### src/rtl/df_router_pkg.sv
package df_router_pkg;

    localparam int VALUE_W = 16;
    localparam int NODE_W  = 7;
    localparam int TOKEN_W = VALUE_W + NODE_W + 1;

    // node address reserved for tokens that leave the processor
    localparam logic [NODE_W-1:0] RESULT_NODE = {NODE_W{1'b1}};

    typedef struct packed {
        logic signed [VALUE_W-1:0] value;
        logic [NODE_W-1:0]         node;
        logic                      side;   // 0 left, 1 right
    } token_t;

    typedef enum logic [1:0] {
        SRC_NONE = 2'd0,
        SRC_FB   = 2'd1,
        SRC_EXT  = 2'd2
    } src_e;

endpackage

### src/rtl/df_token_fifo.sv
module df_token_fifo #(
    parameter int DEPTH = 4,
    parameter int WIDTH = 24
) (
    input  logic             clk,
    input  logic             rst_n,
    input  logic             wr_valid,
    input  logic [WIDTH-1:0] wr_data,
    output logic             full,
    output logic             head_valid,
    output logic [WIDTH-1:0] head_data,
    input  logic             rd_pop
);
    localparam int PTR_W = (DEPTH > 1) ? $clog2(DEPTH) : 1;
    localparam int CNT_W = $clog2(DEPTH + 1);
    localparam logic [PTR_W-1:0] LAST = PTR_W'(DEPTH - 1);
    localparam logic [CNT_W-1:0] CAP  = CNT_W'(DEPTH);

    typedef struct packed {
        logic [DEPTH-1:0][WIDTH-1:0] mem;
        logic [PTR_W-1:0]            rd;
        logic [PTR_W-1:0]            wr;
        logic [CNT_W-1:0]            cnt;
    } fifo_st_t;

    fifo_st_t st_d, st_q;
    logic push, pop;

    assign full       = (st_q.cnt == CAP);
    assign head_valid = (st_q.cnt != '0);
    assign head_data  = st_q.mem[st_q.rd];

    always_comb begin
        st_d = st_q;
        push = wr_valid && !full;
        pop  = rd_pop && head_valid;
        if (push) begin
            st_d.mem[st_q.wr] = wr_data;
            st_d.wr = (st_q.wr == LAST) ? '0 : st_q.wr + 1'b1;
        end
        if (pop) begin
            st_d.rd = (st_q.rd == LAST) ? '0 : st_q.rd + 1'b1;
        end
        case ({push, pop})
            2'b10:   st_d.cnt = st_q.cnt + 1'b1;
            2'b01:   st_d.cnt = st_q.cnt - 1'b1;
            default: st_d.cnt = st_q.cnt;
        endcase
    end

    always_ff @(posedge clk) begin
        if (!rst_n) st_q <= '0;
        else        st_q <= st_d;
    end

endmodule

### src/rtl/df_route_arbiter.sv
module df_route_arbiter
    import df_router_pkg::*;
(
    input  logic   fb_head_valid,
    input  token_t fb_head,
    input  logic   ext_head_valid,
    input  token_t ext_head,
    input  logic   mt_full,
    input  logic   res_full,
    output logic   mt_valid,
    output token_t mt_token,
    output logic   res_valid,
    output token_t res_token,
    output logic   fb_pop,
    output logic   ext_pop
);
    src_e   sel;
    token_t cand;
    logic   to_result;
    logic   accepted;

    always_comb begin
        // feedback results go first whenever present
        if (fb_head_valid)       sel = SRC_FB;
        else if (ext_head_valid) sel = SRC_EXT;
        else                     sel = SRC_NONE;

        cand      = (sel == SRC_FB) ? fb_head : ext_head;
        to_result = (cand.node == RESULT_NODE);

        mt_valid  = (sel != SRC_NONE) && !to_result && !mt_full;
        res_valid = (sel != SRC_NONE) &&  to_result && !res_full;
        mt_token  = cand;
        res_token = cand;
        accepted  = mt_valid || res_valid;

        fb_pop  = accepted && (sel == SRC_FB);
        ext_pop = accepted && (sel == SRC_EXT);
    end

endmodule

### src/rtl/df_token_router.sv
module df_token_router
    import df_router_pkg::*;
#(
    parameter int FIFO_DEPTH = 4
) (
    input  logic               clk,
    input  logic               rst_n,
    input  logic               ext_valid,
    input  logic [TOKEN_W-1:0] ext_token,
    output logic               ext_full,
    input  logic               fb_valid,
    input  logic [TOKEN_W-1:0] fb_token,
    output logic               fb_full,
    output logic               mt_valid,
    output logic [TOKEN_W-1:0] mt_token,
    input  logic               mt_full,
    output logic               res_valid,
    output logic [TOKEN_W-1:0] res_token,
    input  logic               res_full
);
    localparam int N_IN = 2;   // 0 feedback, 1 external

    logic [N_IN-1:0]              in_valid, in_full, head_valid, pop;
    logic [N_IN-1:0][TOKEN_W-1:0] in_data, head_data;
    token_t mt_tok, res_tok;

    assign in_valid = {ext_valid, fb_valid};
    assign in_data  = {ext_token, fb_token};
    assign fb_full  = in_full[0];
    assign ext_full = in_full[1];

    for (genvar i = 0; i < N_IN; i++) begin : g_in
        df_token_fifo #(
            .DEPTH (FIFO_DEPTH),
            .WIDTH (TOKEN_W)
        ) u_fifo (
            .clk        (clk),
            .rst_n      (rst_n),
            .wr_valid   (in_valid[i]),
            .wr_data    (in_data[i]),
            .full       (in_full[i]),
            .head_valid (head_valid[i]),
            .head_data  (head_data[i]),
            .rd_pop     (pop[i])
        );
    end

    df_route_arbiter u_arb (
        .fb_head_valid  (head_valid[0]),
        .fb_head        (token_t'(head_data[0])),
        .ext_head_valid (head_valid[1]),
        .ext_head       (token_t'(head_data[1])),
        .mt_full        (mt_full),
        .res_full       (res_full),
        .mt_valid       (mt_valid),
        .mt_token       (mt_tok),
        .res_valid      (res_valid),
        .res_token      (res_tok),
        .fb_pop         (pop[0]),
        .ext_pop        (pop[1])
    );

    assign mt_token  = mt_tok;
    assign res_token = res_tok;

endmodule

### config.mk
export PLATFORM = sky130hd
export DESIGN_NAME = df_token_router
export DESIGN_NICKNAME = d
export VERILOG_FILES = /design/src/rtl/df_router_pkg.sv /design/src/rtl/df_token_fifo.sv /design/src/rtl/df_route_arbiter.sv /design/src/rtl/df_token_router.sv
export SDC_FILE = /design/constraint.sdc
export NUM_CORES = 1
export LEC_CHECK = 0
export ABC_CLOCK_PERIOD_IN_PS = 8140
export CAP_MARGIN = 20
export CORE_MARGIN = 5
export CORE_UTILIZATION = 61
export CTS_CLUSTER_SIZE = 40
export DETAILED_ROUTE_END_ITERATION = 7
export PLACE_DENSITY = 0.85
export SYNTH_ARGS = -nofsm -noshare
export SYNTH_HDL_FRONTEND = slang
export SYNTH_HIERARCHICAL = 1
export SYNTH_SLANG_ARGS = --single-unit
### constraint.sdc
create_clock -name clk -period 8.14 [get_ports clk]
set_input_delay 1.628 -clock clk [delete_from_list [all_inputs] [get_ports clk]]
set_output_delay 1.628 -clock clk [all_outputs]
set_load 0.02 [all_outputs]
==> results.md <==
- Crit path kind: reg2out
- Skew-Pair Late Insertion Delay: 0.49 ns
- All-Layer GR Usage: 0.2347
- Most common cell after layout, fill and taps aside: nand2_1
- PostCTS Resize Cnt: 0
- Syn Nets: 984
- PD cells: 255.9 nW/um^2
- I/O Buffers: 105
- Root buf cell: clkbuf_16
- Final setup TNS: 0 ns
- Cell variety after synth: 36
- Drt initial violations: 417
- Yosys reg bits: 206
- First-pass GRT wire length: 35140 um
- Share of post-route cells with drive strength above 1: 0.1323
- Post-CTS setup buffer count: 0
- GRT overflow: 0
- Worst slew margin: 0.3444
- Final Skew: 0.01208 ns
- Initial antenna violation count: 0
- Synthesized area per cell: 10.72 um^2
- Max_cap viols: 0
- Status: complete, no violations
- Yosys warns: 6
- Clock tree sinks: 206
- Fraction of the cycle the final worst path needs: 0.6041
- Worst Hold Class: reg2reg
- TritonCTS clock tree: done
- CP peak stage delay: 0.94 ns
- Leakage: 4.034 nW
- Gate Count Post-Synth: 916
- Slew Limit Fails: 0
- Peak Freq: 203.4 MHz
- DRC viols: 0
- Cells along the critical path: mux4_2, mux2_2, o21ai_2, and2_1, clkdlybuf4s50_1
- Hold Slack: 0.4558 ns
- Post-DP Area: 10450 um^2
- Htree depth: 1
- Max VDD drop: 0.0002600 V
- Routed WL per cell: 18.03 um
- Die Y-Extent: 136.9 um
- CP endpoint kind: primary output
- Slowest CP cell: dfxtp_2
- Final Hold Vio Count: 0
- Antenna diodes: 0
- Number of global-route vias before repair: 6985
- Initial core utilization: 0.6202
- Most frequent cells in the layout: nand2_1, dfxtp_1, mux2i_1, clkdlybuf4s50_1, mux4_2
- Worst-Margin Slew: 0.9835 ns
- Total CTS buffers: 21
- Max FFs per register: 206
- Critical Path Start Type: flip-flop
- Post-synth design cell area: 9816 um^2
- Cell area after layout: 11160 um^2
- Die X: 136.9 um
- CP Max Fanout: 26
- Regs by FF count: g_in.u_fifo/st_q: 206 flops
- Max Root-Sink Buffers: 3
- Top reg by flops: g_in.u_fifo/st_q
- GP Congestion: 0.7423
- Worst endpoint data arrival time: 3.29 ns
- Drt total wl: 21480 um
- Via/cell ratio: 5.633
- DRT Pass-1 Iters: 5
- # rows: 46
- Post-DP HPWL: 13700 um
- Filler cell count: 1168
- Clock-pin slew on the worst setup and hold paths: 0.06 ns
- Top Ports: 106
- Cts hold-fix bufs: 0
- Pin count of the biggest net entering global routing: 142
- WP data required: 6.51 ns
- Die area: 18730 um^2
- Endpoints failing setup: 0
- Final worst path period need: 4.917 ns
- Synthesis-to-layout area growth: 13.70%
- Register area share after synthesis: 0.4201
- Core Region: 15830 um^2
- Via count: 6709
- Nets: 1030
- Post-route ant nets: 0
- RSZ-0062 raised after global routing: false
layout make-up:
| class | instances | area, um^2 | share of cell area |
|---|---|---|---|
| Multi-Input combinational cell | 599 | 4845 | 0.4341 |
| Sequential cell | 206 | 4125 | 0.3696 |
| Timing Repair Buffer | 118 | 1150 | 0.1030 |
| Clock buffer | 29 | 615.6 | 0.05516 |
| Tap cell | 216 | 270.3 | 0.02422 |
| Clock inverter | 7 | 95.09 | 0.008520 |
| Inverter | 16 | 60.06 | 0.005381 |
final timing paths:
| kind | start | endpoint | slack, ns | depth (start not counted) |
|---|---|---|---|---|
| setup / recovery | g_in[0].u_fifo/st_q[6] | mt_valid | 3.22 | 5 |
| hold / removal | g_in[1].u_fifo/st_q[90] | g_in[1].u_fifo/st_q[90] | 0.46 | 2 |
| setup reg to reg | g_in[0].u_fifo/st_q[6] | g_in[0].u_fifo/st_q[2] | 4.20 | 12 |
| hold reg to reg | g_in[1].u_fifo/st_q[90] | g_in[1].u_fifo/st_q[90] | 0.46 | 2 |
synth_stat cells (all sizes together):
library cell / instances / area (um^2)
and2: 7 / 46.29
clkbuf: 36 / 137.6
ha: 12 / 150.1
nor3: 3 / 25.02
xnor2: 2 / 17.52
or3: 4 / 27.52
nand3: 6 / 30.03
inv: 16 / 60.06
mux2: 24 / 274.0
o31ai: 2 / 15.01
nand4: 4 / 25.02
a21boi: 2 / 15.01
mux4: 48 / 1081
nor3b: 2 / 15.01
nand2b: 3 / 18.77
dfxtp: 206 / 4124
nor2: 6 / 22.52
and3: 8 / 50.05
fa: 2 / 40.04
o21ai: 13 / 68.82
nand2: 254 / 955.9
or3b: 2 / 17.52
xor2: 2 / 17.52
buf: 59 / 649.4
mux2i: 193 / 1932
through the flow:
stage	total power [mW]	std cells	setup slack [ns]	util
2_1_floorplan	1.698	916	4.387	-
3_5_place_dp	1.888	1155	3.617	0.6602
4_1_cts	2.876	1191	3.162	0.7051
3_3_place_gp	1.873	1155	3.628	0.6602
6_report	2.856	1191	3.223	0.7051
5_1_grt	2.980	1191	3.069	0.7051
kinds of logic after synthesis:
| kind of cell | after synthesis | share of synthesized area |
|---|---|---|
| flops | 206 | 0.4201 |
| simple gates | 299 | 0.1257 |
| mux | 265 | 0.3349 |
| buf+inv | 111 | 0.08630 |
| xor+xnor | 4 | 0.003570 |
| fa+ha+maj | 14 | 0.01938 |
| compound gates | 17 | 0.01007 |
routing by layer:
metal	track usage	vias to the layer above	wire, um
li1	-	3195	-
met1	0.2932	3276	8940
met2	0.4165	197	10850
met3	0.04154	41	1139
met4	0.06874	0	540
met5	0	-	0
worst max-delay path: cells and delay by family, from the launching register on:
kind            cells  cell delay (ns)
compound gates      1             0.13
mux                 2             0.95
simple gates        1             0.17
flops               1             0.94
buf+inv             1             0.60
report_power, final:
group | total [mW] | switching, mW | internal (mW) | leakage (nW)
Sequential | 1.12 | 0.0493 | 1.07 | 1.67
Clock | 0.983 | 0.391 | 0.592 | 0.349
Combinational | 0.750 | 0.395 | 0.355 | 2.01
Note: power is estimated with default switching activity, not from simulation.
